==> config.mk <==
export PLATFORM = sky130hd
export DESIGN_NAME = ext_irq_cond
export DESIGN_NICKNAME = d
export VERILOG_FILES = /design/src/rtl/eirq_pkg.sv /design/src/rtl/eirq_sync.sv /design/src/rtl/eirq_mask_path.sv /design/src/rtl/eirq_nmi_path.sv /design/src/rtl/ext_irq_cond.sv
export SDC_FILE = /design/constraint.sdc
export NUM_CORES = 1
export LEC_CHECK = 0
export BUFFER_PORTS_ARGS = -buffer_cell sky130_fd_sc_hd__buf_2
export CAP_MARGIN = 10
export CORE_AREA = 5 5 42 44
export DETAILED_ROUTE_END_ITERATION = 8
export DIE_AREA = 0 0 47 49
export PLACE_DENSITY = 0.54
export SYNTH_ARGS = -nofsm -noshare
export SYNTH_HDL_FRONTEND = slang
export SYNTH_SLANG_ARGS = --single-unit
==> constraint.sdc <==
create_clock -name clk -period 0.9 [get_ports clk]
set_input_delay 0.18 -clock clk [delete_from_list [all_inputs] [get_ports clk]]
set_output_delay 0.18 -clock clk [all_outputs]
set_load 0.005 [all_outputs]
==> src/rtl/eirq_pkg.sv <==
package eirq_pkg;

  typedef enum logic {
    TRIG_LEVEL = 1'b0,
    TRIG_FALL  = 1'b1
  } trig_e;

  // bit 1: trigger select, bit 0: enable
  typedef struct packed {
    trig_e mode;
    logic  en;
  } irq_ctl_t;

  localparam int CTL_W = $bits(irq_ctl_t);

endpackage

==> src/rtl/eirq_sync.sv <==
module eirq_sync #(
  parameter int   STAGES = 2,
  parameter logic IDLE   = 1'b1
) (
  input  logic clk,
  input  logic rst,
  input  logic pin,
  output logic lvl
);
  localparam int TOP = STAGES - 1;

  logic [TOP:0] chain;

  generate
    if (STAGES == 1) begin : g_one
      always_ff @(posedge clk) begin
        if (rst) chain <= IDLE;
        else     chain <= pin;
      end
    end else begin : g_multi
      always_ff @(posedge clk) begin
        if (rst) chain <= {STAGES{IDLE}};
        else     chain <= {chain[TOP-1:0], pin};
      end
    end
  endgenerate

  assign lvl = chain[TOP];

endmodule

==> src/rtl/eirq_mask_path.sv <==
module eirq_mask_path
  import eirq_pkg::*;
#(
  parameter int SYNC_STAGES = 2
) (
  input  logic  clk,
  input  logic  rst,
  input  logic  pin_n,
  input  logic  en_nxt,
  input  trig_e mode_nxt,
  input  logic  mode_chg,
  input  logic  i_mask,
  input  logic  ack,
  output logic  irq_req
);
  logic lvl, lvl_d, fall;
  logic pend, pend_nxt, req_nxt;

  eirq_sync #(.STAGES(SYNC_STAGES), .IDLE(1'b1)) u_sync (
    .clk (clk),
    .rst (rst),
    .pin (pin_n),
    .lvl (lvl)
  );

  assign fall = lvl_d & ~lvl;

  always_comb begin
    pend_nxt = 1'b0;
    if (en_nxt && (mode_nxt == TRIG_FALL) && !mode_chg)
      pend_nxt = fall | (pend & ~ack);
  end

  always_comb begin
    req_nxt = 1'b0;
    if (en_nxt && !i_mask)
      req_nxt = (mode_nxt == TRIG_FALL) ? pend_nxt : ~lvl;
  end

  always_ff @(posedge clk) begin
    if (rst) begin
      lvl_d   <= 1'b1;
      pend    <= 1'b0;
      irq_req <= 1'b0;
    end else begin
      lvl_d   <= lvl;
      pend    <= pend_nxt;
      irq_req <= req_nxt;
    end
  end

  // core mask blocks the request on the next edge
  p_imask_r4: assert property (@(posedge clk) disable iff (rst)
    i_mask |=> !irq_req);

  // acknowledge without a new edge clears the latched request
  p_ack_r5: assert property (@(posedge clk) disable iff (rst)
    (mode_nxt == TRIG_FALL && ack && !fall) |=> !irq_req);

  // a latched request stays asserted until acknowledged
  p_hold_r5: assert property (@(posedge clk) disable iff (rst)
    (pend && !ack && en_nxt && mode_nxt == TRIG_FALL && !mode_chg && !i_mask)
      |=> irq_req);

endmodule

==> src/rtl/eirq_nmi_path.sv <==
module eirq_nmi_path #(
  parameter int SYNC_STAGES = 2
) (
  input  logic clk,
  input  logic rst,
  input  logic pin_n,
  input  logic x_mask,
  input  logic ack,
  output logic nmi_req
);
  logic lvl, lvl_d, fall;
  logic pend, pend_nxt;
  logic unlocked, unl_nxt;

  eirq_sync #(.STAGES(SYNC_STAGES), .IDLE(1'b1)) u_sync (
    .clk (clk),
    .rst (rst),
    .pin (pin_n),
    .lvl (lvl)
  );

  assign fall     = lvl_d & ~lvl;
  assign pend_nxt = fall | (pend & ~ack);
  assign unl_nxt  = unlocked | ~x_mask;

  always_ff @(posedge clk) begin
    if (rst) begin
      lvl_d    <= 1'b1;
      pend     <= 1'b0;
      unlocked <= 1'b0;
      nmi_req  <= 1'b0;
    end else begin
      lvl_d    <= lvl;
      pend     <= pend_nxt;
      unlocked <= unl_nxt;
      nmi_req  <= pend_nxt & unl_nxt;
    end
  end

  // masked until the core first clears X
  p_mask_r11: assert property (@(posedge clk) disable iff (rst)
    (!unlocked && x_mask) |=> !nmi_req);

  // once unlocked, a pending request is delivered whatever X is
  p_nomask_r12: assert property (@(posedge clk) disable iff (rst)
    (unlocked && pend && !ack) |=> nmi_req);

  // acknowledge clears when no new edge arrives
  p_ack_r10: assert property (@(posedge clk) disable iff (rst)
    (ack && !fall) |=> !nmi_req);

endmodule

==> src/rtl/ext_irq_cond.sv <==
module ext_irq_cond
  import eirq_pkg::*;
#(
  parameter int SYNC_STAGES = 2
) (
  input  logic             clk,
  input  logic             rst,
  input  logic             irq_pin_n,
  input  logic             nmi_pin_n,
  input  logic             ctl_we,
  input  logic [CTL_W-1:0] ctl_wdata,
  output logic [CTL_W-1:0] ctl_q,
  input  logic             cpu_i_mask,
  input  logic             cpu_x_mask,
  input  logic             irq_ack,
  input  logic             nmi_ack,
  output logic             irq_req,
  output logic             nmi_req
);
  irq_ctl_t ctl, ctl_w, ctl_nxt;
  logic     mode_chg;

  assign ctl_w    = irq_ctl_t'(ctl_wdata);
  assign ctl_nxt  = ctl_we ? ctl_w : ctl;
  assign mode_chg = ctl_we && (ctl_w.mode != ctl.mode);
  assign ctl_q    = ctl;

  always_ff @(posedge clk) begin
    if (rst) ctl <= '{mode: TRIG_LEVEL, en: 1'b0};
    else     ctl <= ctl_nxt;
  end

  eirq_mask_path #(.SYNC_STAGES(SYNC_STAGES)) u_mask (
    .clk      (clk),
    .rst      (rst),
    .pin_n    (irq_pin_n),
    .en_nxt   (ctl_nxt.en),
    .mode_nxt (ctl_nxt.mode),
    .mode_chg (mode_chg),
    .i_mask   (cpu_i_mask),
    .ack      (irq_ack),
    .irq_req  (irq_req)
  );

  eirq_nmi_path #(.SYNC_STAGES(SYNC_STAGES)) u_nmi (
    .clk     (clk),
    .rst     (rst),
    .pin_n   (nmi_pin_n),
    .x_mask  (cpu_x_mask),
    .ack     (nmi_ack),
    .nmi_req (nmi_req)
  );

  // a write lands in the register on the following edge
  p_ctl_r2: assert property (@(posedge clk) disable iff (rst)
    ctl_we |=> (ctl_q == $past(ctl_wdata)));

  // clearing the enable removes the request at the same edge
  p_dis_r7: assert property (@(posedge clk) disable iff (rst)
    (ctl_we && !ctl_wdata[0]) |=> !irq_req);

endmodule

==> results of run 1 <==
[area by class of cell]
cell class                 count  area, um2  share of cell area (%)
timing repair buffer          15      77.57                   13.90
tap                           16      20.02                   3.587
multi-input combinational     22      162.7                   29.15
inverter                       2      7.507                   1.345
sequential                    13      262.8                   47.09
clock inverter                 1      5.005                  0.8969
clock buffer                   3      22.52                   4.036
[state kept, by name, summed over array words and instances (netlist names)]
register,count
ctl_q,2
u_nmi.unlocked,1
u_nmi.lvl_d,1
u_mask.irq_req,1
u_nmi.pend,1
u_mask.u_sync.chain,2
u_mask.lvl_d,1
u_nmi.nmi_req,1
u_mask.pend,1
u_nmi.u_sync.chain,2
[power by group through the flow]
| stage | sequential (W) | clock (W) | combinational [W] |
|---|---|---|---|
| floorplan | 0.000618 | 0 | 0.0000331 |
| global placement | 0.000618 | 0 | 0.0000728 |
| detailed placement | 0.000619 | 0 | 0.0000726 |
| CTS | 0.000606 | 0.000364 | 0.0000728 |
| global route | 0.000610 | 0.000388 | 0.0000932 |
| finish | 0.000607 | 0.000349 | 0.0000829 |
[layout by cell type, fill, tap and decap left out]
master / count
sky130_fd_sc_hd__mux2i_2: 1
sky130_fd_sc_hd__mux2i_1: 1
sky130_fd_sc_hd__nor2b_1: 2
sky130_fd_sc_hd__or2_4: 1
sky130_fd_sc_hd__a211oi_2: 1
sky130_fd_sc_hd__buf_2: 14
sky130_fd_sc_hd__clkinv_2: 1
sky130_fd_sc_hd__buf_4: 1
sky130_fd_sc_hd__o221ai_2: 1
sky130_fd_sc_hd__dfxtp_2: 2
sky130_fd_sc_hd__nand2b_1: 3
sky130_fd_sc_hd__inv_1: 2
sky130_fd_sc_hd__or2_2: 6
sky130_fd_sc_hd__nor2b_2: 2
sky130_fd_sc_hd__dfxtp_1: 11
sky130_fd_sc_hd__nor2_1: 3
sky130_fd_sc_hd__clkbuf_4: 3
sky130_fd_sc_hd__a21oi_1: 1
[timing repair]
action | CTS | global route
hold buffers | 0 | 0
resized for setup | 2 | 4
setup endpoints to repair | 3 | 5
buffers inserted | 0 | 1
[cells by family (layout without fill, tap and decap cells)]
group,count (synthesis),in the layout,share of synthesized area (%)
AND/OR/NAND/NOR,17,17,24.40
flip-flops,13,13,62.65
AO/OA/AOI/OAI,3,3,6.324
multiplexers,2,2,4.819
buffers and inverters,2,21,1.808
[final timing paths]
path	start	end	slack, ns	cells after the start
worst max-delay path	ctl_q[1]	ctl_q[1]	-0.03	1
worst min-delay path	cpu_i_mask	u_mask.irq_req	0.07	2
worst max register to register	ctl_q[1]	u_mask.irq_req	0.01	3
worst min register to register	u_mask.u_sync.chain[0]	u_mask.u_sync.chain[1]	0.41	1
[per-layer routing]
| layer | vias up | routed length [um] |
|---|---|---|
| met2 | 6 | 408 |
| met1 | 135 | 282 |
| met3 | 0 | 49 |
| met5 | - | 0 |
| li1 | 157 | - |
| met4 | 0 | 0 |
[per-stage QoR]
stage / std cells / setup slack [ns] / TNS [ns] / total power, W
floorplan: 37 / 0.07949 / 0 / 0.0006511
global placement: 67 / -0.05531 / -0.05531 / 0.0006907
detailed placement: 67 / -0.03489 / -0.03489 / 0.0006911
CTS: 71 / -0.01350 / -0.01714 / 0.001043
global route: 72 / -0.07014 / -0.1328 / 0.001092
finish: 72 / -0.03130 / -0.03130 / 0.001039
==> run summary, run 1 <==
• net switching fraction of the power: 21.95%
• type of element launching the critical path: flop
• violations in the final reports: setup timing
• number of design rule violations left after detail routing: 0
• largest net degree at the start of global routing: 11
• Worst path max stage delay: 0.36 ns
• required time of the critical path: 0.72 ns
• Fillers: 150
• final hold viol count: 0
• Comb pwr share: 8.0%
• number of flops mapped to enable cells by yosys: 0
• fraction of met1 tracks used by global routing: 7.383%
• latest clock arrival within the worst-skew pair: 0.27 ns
• maximum clock path buffer count: 2
• largest voltage drop on the vdd net: 870.7 uV
• Initial Util: 29.64%
• sequential share of the synthesized area: 62.65%
• top cells by area, synth: sky130_fd_sc_hd__dfxtp_1 63%, sky130_fd_sc_hd__or2_2 9.0%, sky130_fd_sc_hd__nor2b_1 6.0%
• netlist area before placement: 415.4 um2
• vias in the first global route: 300
• crit-path max FO: 3
• utilization after layout: 39.82%
• global routing usage summed across all routing layers: 6.799%
• Final nets: 68
• leakage power total: 0.2511 nW
• Vias: 298
• Detailed Route WL: 740 um
• number of violations reported at the end of detailed-routing iteration 0: 4
• routing layer with the top usage in global route: met2
• worst slew margin relative to its limit: 85.38%
• vertical extent of the die: 49 um
• result of the run: complete, but fails checks
• worst slew pin tran: 0.2193 ns
• unrepaired setup endpoints after global routing: true
• crit end category: primary output
• Area Growth Syn to Fin: 34.34%
• met3 usage in global routing: 3.321%
• post-route cell area: 558.0 um2
• Crit Path Class: flop to primary output
• buffering stage count on the worst path with inverters included: 1
• standard cell core area: 1401 um2
• antenna cell count: 0
• share of cells above drive strength 1: 58.93%
• minimum clock period after layout: 0.9313 ns
• CP cell instances: buf_2
• clock buffer count from CTS: 3
• synthesis-stage register bit count: 13
• clock tree from TritonCTS: yes
• standard-cell rows: 14
• net count of the mapped netlist: 48
• average detailed-routed wire length per instance: 10.28 um
• internal power summed over all cells: 0.0008112 W
• number of antenna violations at the first check in global routing: 0
• Detailed Routing Iterations Pass 1: 4
• Synth top cells by count: 13 x sky130_fd_sc_hd__dfxtp_1, 6 x sky130_fd_sc_hd__or2_2, 4 x sky130_fd_sc_hd__nor2b_1, 3 x sky130_fd_sc_hd__nand2b_1, 3 x sky130_fd_sc_hd__nor2_1
• number of maximum-capacitance violations: 0
• Max Clock Freq: 1074 MHz
• net switching power: 0.0002282 W
• Final ANT Viol Nets: 0
• power density over cell area: 1862 nW/um2
• dominant delay contributor by cell family on the critical path: flip-flops
• global-route wire length before repair: 1117 um
• Synthesis Warnings: 0
• weighted congestion reported at the end of routability-driven placement: 0.5997
• setup slack of the critical path after layout: -0.03130 ns
• Clk Tree Root Cell: sky130_fd_sc_hd__clkbuf_4
• final clock skew: 0.006001 ns
• cell with the most instances after synthesis: sky130_fd_sc_hd__dfxtp_1
• total global routing overflow: 0
• synthesized instance count: 37
• clock-pin slew of the registers on the worst-case setup and hold paths: 0.08 ns
• arrival time of the worst setup path: 0.75 ns
• clock share of power: 33.6%
• via-per-instance ratio: 4.139
• primary flip-flop cell chosen by synthesis mapping: sky130_fd_sc_hd__dfxtp_1
• # IOs: 15
• mean instance size in the synthesized netlist: 11.23 um2
• count of buffers inserted at the top-level ports: 14
• Critical-path top delay cell: sky130_fd_sc_hd__dfxtp_2
• share of the synthesized area in the top cell type: 62.65%
• die outline area: 2303 um2
• final period utilization: 103.5%
• met2 GRT Util: 10.86%
• number of H-tree levels: 1
• Fin Hold WS: 0.06969 ns
• total count of max-transition violations in the final report: 0
• clock net sink count: 13
• synth unique cells: 11
• die outline width: 47 um
• proportion of synthesized flip-flops having asynchronous set or reset: 0%
• path type of the worst min-delay path: input port to flop
• placed cell areas: 505.5 um2
• count of final setup violators: 1
• fraction of power consumed by sequential logic: 58.4%
• biggest area consumer among synthesized cells: sky130_fd_sc_hd__dfxtp_1
Power figures use the tool's default switching activity.
==> inputs of run 2 (changes only) <==
- ABC_AREA: not set -> 1
- PLACE_DENSITY: 0.54 -> 0.56
==> run 2 against run 1 <==
- the run now ends clean
- largest cell class unchanged
- area after synthesis increased by 5.7%
- sequential share of layout area rose by 0.43 points
- utilization decreased by 0.36 points
- highest routed layer is now met4
- power down 0.35%
- cell area shrank 0.90%
- clock skew shrank 0.0012 ns
- non-clock buffer count decreased by 1
- synthesized cell count is 41% higher
- maximum frequency is 4.1% higher
- global-route usage grew 0.085 points
- clock-buffer cell count is 1 higher
==> run summary, run 2 <==
• total negative slack: 0 ns, was -0.03130 ns
• mean instance size in the synthesized netlist: 8.446 um2, was 11.23 um2
• worst reg-to-reg setup slack: 0.13 ns, was 0.01 ns
• clock share of power: 34.1%, was 33.6%
• final clock skew: 0.004759 ns, was 0.006001 ns
• largest voltage drop on the vdd net: 829.4 uV, was 870.7 uV
• Vias: 332, was 298
• minimum clock period after layout: 0.8948 ns, was 0.9313 ns
• primary flip-flop cell chosen by synthesis mapping: sky130_fd_sc_hd__dfxtp_1, unchanged
• total global routing overflow: 0, unchanged
• share of the synthesized area in the top cell type: 59.26%, was 62.65%
• unrepaired setup endpoints after global routing: true, unchanged
• CP cell instances: buf_2, unchanged
• Detailed Routing Iterations Pass 1: 2, was 4
• start of the worst register-to-register path: ctl_q[1], unchanged
• vertical extent of the die: 49 um, unchanged
• average detailed-routed wire length per instance: 7.835 um, was 10.28 um
• worst slew margin relative to its limit: 88.49%, was 85.38%
• biggest area consumer among synthesized cells: sky130_fd_sc_hd__dfxtp_1, unchanged
• Crit Path Class: flop to primary output, unchanged
• leading cell type in the layout, fill and taps excluded: sky130_fd_sc_hd__buf_2, unchanged
• netlist area before placement: 439.2 um2, was 415.4 um2
• sequential share of the synthesized area: 59.26%, was 62.65%
• synthesized instance count: 52, was 37
• synthesized-area fraction occupied by xor and xnor cells: 0%, unchanged
• Worst path max stage delay: 0.33 ns, was 0.36 ns
• net switching fraction of the power: 21.96%, was 21.95%
• top cells by area, synth: sky130_fd_sc_hd__dfxtp_1 59%, sky130_fd_sc_hd__inv_1 9.4%, sky130_fd_sc_hd__nand2_1 8.5%, was sky130_fd_sc_hd__dfxtp_1 63%, sky130_fd_sc_hd__or2_2 9.0%, sky130_fd_sc_hd__nor2b_1 6.0%
• net switching power: 0.0002274 W, was 0.0002282 W
• total count of max-transition violations in the final report: 0, unchanged
• met3 usage in global routing: 3.321%, unchanged
• number of gates on the worst path with buffers counted: 1, unchanged
• simple-gate area share of the yosys netlist: 22.51%, was 24.40%
• fraction of power consumed by sequential logic: 58.4%, about the same
• clock-pin slew of the registers on the worst-case setup and hold paths: 0.08 ns, about the same
• via-per-instance ratio: 3.906, was 4.139
• Critical-path top delay cell: sky130_fd_sc_hd__dfxtp_2, unchanged
• synthesized-area fraction occupied by ao, oa, aoi and oai cells: 7.692%, was 6.325%
• final hold viol count: 0, unchanged
• # IOs: 15, unchanged
• dominant delay contributor by cell family on the critical path: flip-flops, unchanged
• setup slack of the critical path after layout: 0.005239 ns, was -0.03130 ns
• met2 GRT Util: 9.050%, was 10.86%
• number of H-tree levels: 1, unchanged
• number of design rule violations left after detail routing: 0, unchanged
• Post-Place Cells: 81, was 67
• crit-path max FO: 3, unchanged
• number of antenna violations at the first check in global routing: 0, unchanged
• path type of the worst min-delay path: input port to flop, unchanged
• critical path startpoint: ctl_q[1], unchanged
• synth unique cells: 13, was 11
• standard-cell rows: 14, unchanged
• Detailed Route WL: 666 um, was 740 um
• count of buffers inserted at the top-level ports: 14, unchanged
• hold buffer count at CTS: 0, unchanged
• multi-input gate area in the final layout: 132.6 um2, was 162.7 um2
• arrival time of the worst setup path: 0.71 ns, was 0.75 ns
• cell with the most instances after synthesis: sky130_fd_sc_hd__dfxtp_1, unchanged
• vias in the first global route: 297, was 300
• die outline width: 47 um, unchanged
• leakage power total: 0.2953 nW, was 0.2511 nW
• r2r endpoint: u_mask.irq_req, unchanged
• Clk Tree Root Cell: sky130_fd_sc_hd__clkbuf_4, unchanged
• largest net degree at the start of global routing: 11, unchanged
• Synth top cells by count: 13 x sky130_fd_sc_hd__dfxtp_1, 11 x sky130_fd_sc_hd__inv_1, 10 x sky130_fd_sc_hd__nand2_1, 5 x sky130_fd_sc_hd__nor2_1, 4 x sky130_fd_sc_hd__or2_1, was 13 x sky130_fd_sc_hd__dfxtp_1, 6 x sky130_fd_sc_hd__or2_2, 4 x sky130_fd_sc_hd__nor2b_1, 3 x sky130_fd_sc_hd__nand2b_1, 3 x sky130_fd_sc_hd__nor2_1
• type of element launching the critical path: flop, unchanged
• net count of the mapped netlist: 63, was 48
• Area Growth Syn to Fin: 25.93%, was 34.34%
• worst slew pin tran: 0.1715 ns, was 0.2193 ns
• result of the run: completed, was complete, but fails checks
• global-route wire length before repair: 1104 um, was 1117 um
• area taken by flip-flops and latches: 262.8 um2, unchanged
• total power: 0.001036 W, was 0.001039 W
• synthesis-stage register bit count: 13, unchanged
• crit end category: primary output, unchanged
• Final ANT Viol Nets: 0, unchanged
• power density over cell area: 1873 nW/um2, was 1862 nW/um2
• clock tree from TritonCTS: yes, unchanged
• most frequent cells in the layout: 14 x sky130_fd_sc_hd__buf_2, 11 x sky130_fd_sc_hd__inv_1, 11 x sky130_fd_sc_hd__dfxtp_1, 10 x sky130_fd_sc_hd__nand2_1, 5 x sky130_fd_sc_hd__nor2_1, was 14 x sky130_fd_sc_hd__buf_2, 11 x sky130_fd_sc_hd__dfxtp_1, 6 x sky130_fd_sc_hd__or2_2
• latest clock arrival within the worst-skew pair: 0.27 ns, about the same
• placement-stage worst setup slack: 0.05799 ns, was -0.03489 ns
• Initial Util: 31.34%, was 29.64%
• non-filler cells in the finished layout: 85, was 72
• number of maximum-capacitance violations: 0, unchanged
• internal power summed over all cells: 0.0008083 W, was 0.0008112 W
• Max Clock Freq: 1118 MHz, was 1074 MHz
• capture point of the worst path: ctl_q[1], unchanged
• buffering stage count on the worst path with inverters included: 1, unchanged
• final HPWL from detailed placement: 516.6 um
• maximum clock path buffer count: 2, unchanged
• clock net sink count: 13, unchanged
• clock buffer count from CTS: 3, unchanged
• standard cell core area: 1401 um2, unchanged
• global routing usage summed across all routing layers: 6.884%, was 6.799%
• Post-CTS Setup Inserts: 0, unchanged
• antenna cell count: 0, unchanged
• number of flops mapped to enable cells by yosys: 0, unchanged
• length in cells of the worst reg-to-reg path: 3, unchanged
• weighted congestion reported at the end of routability-driven placement: 0.6379, was 0.5997
• Fin Hold WS: 0.08405 ns, was 0.06969 ns
• Fillers: 159, was 150
• die outline area: 2303 um2, unchanged
• final period utilization: 99.42%, was 103.5%
• fraction of synthesized area in multiplexers: 0%, was 4.819%
• adder-cell area share of the yosys netlist: 0%, unchanged
• share of cells above drive strength 1: 33.33%, was 58.93%
• Comb pwr share: 7.5%, was 8.0%
• required time of the critical path: 0.72 ns, about the same
• fraction of met1 tracks used by global routing: 8.108%, was 7.383%
• routing layer with the top usage in global route: met2, unchanged
• CTS-repair resized insts: 2, unchanged
• number of violations reported at the end of detailed-routing iteration 0: 3, was 4
• main combinational cell family by area after synthesis: simple AND/OR/NAND/NOR gates, unchanged
• Final nets: 81, was 68
• Synthesis Warnings: 0, unchanged
• count of final setup violators: 0, was 1
• proportion of synthesized flip-flops having asynchronous set or reset: 0%, unchanged
run 2: changes by cell type after synthesis, sizes merged, moves of 3 or more:
| cell | previous run | this run |
|---|---|---|
| inv | 2 | 11 |
| nor2b | 4 | 0 |
| nand2 | 0 | 11 |
| nand2b | 3 | 0 |
run 2: logic make-up after synthesis:
kind of cell,count (synthesis)
AO/OA/AOI/OAI,5
buffers and inverters,12
flip-flops,13
AND/OR/NAND/NOR,22
run 2: how the worst min path moves through the flow:
stage              start                endpoint  depth (start not counted)
4_1_cts        nmi_pin_n   u_nmi.u_sync.chain[0]                          2
5_1_grt        nmi_pin_n   u_nmi.u_sync.chain[0]                          2
2_1_floorplan  irq_pin_n  u_mask.u_sync.chain[0]                          1
3_5_place_dp   nmi_pin_n   u_nmi.u_sync.chain[0]                          2
6_report       nmi_pin_n   u_nmi.u_sync.chain[0]                          2
3_3_place_gp   nmi_pin_n   u_nmi.u_sync.chain[0]                          2
run 2: layer usage:
layer	vias to the layer above	part of all wire, %
met2	7	45
li1	186	-
met5	-	0
met4	0	1.4
met3	2	7.8
met1	137	45
run 2: area by class of cell:
type / instances / area share [%]
Clock buffer: 4 / 4.751
Timing Repair Buffer: 14 / 12.67
Multi-Input combinational cell: 27 / 23.98
Inverter: 11 / 7.466
Tap cell: 16 / 3.620
Sequential cell: 13 / 47.51
run 2: worst register-to-register path, cell delays in order, from the launching register on:
cell	delay (ns)
sky130_fd_sc_hd__dfxtp_2	0.33
sky130_fd_sc_hd__o21ai_1	0.18
sky130_fd_sc_hd__nand2_1	0.09
sky130_fd_sc_hd__a21oi_2	0.12
run 2: power groups by stage:
stage / Combinational (W) / Clock, W / Sequential (W)
after floorplan: 0.0000427 / 0 / 0.000618
after global placement: 0.0000780 / 0 / 0.000617
after detailed placement: 0.0000787 / 0 / 0.000618
after CTS: 0.0000789 / 0.000371 / 0.000605
after global routing: 0.0000900 / 0.000400 / 0.000608
final: 0.0000777 / 0.000353 / 0.000605
run 2: through the flow:
| stage | utilization [%] | cell area (um2) |
|---|---|---|
| after CTS | 39.46 | 553.0 |
| after global routing | 39.46 | 553.0 |
| after detailed placement | 37.41 | 524.3 |
| final | 39.46 | 553.0 |
| after global placement | 37.41 | 524.3 |
| after floorplan | - | 439.2 |
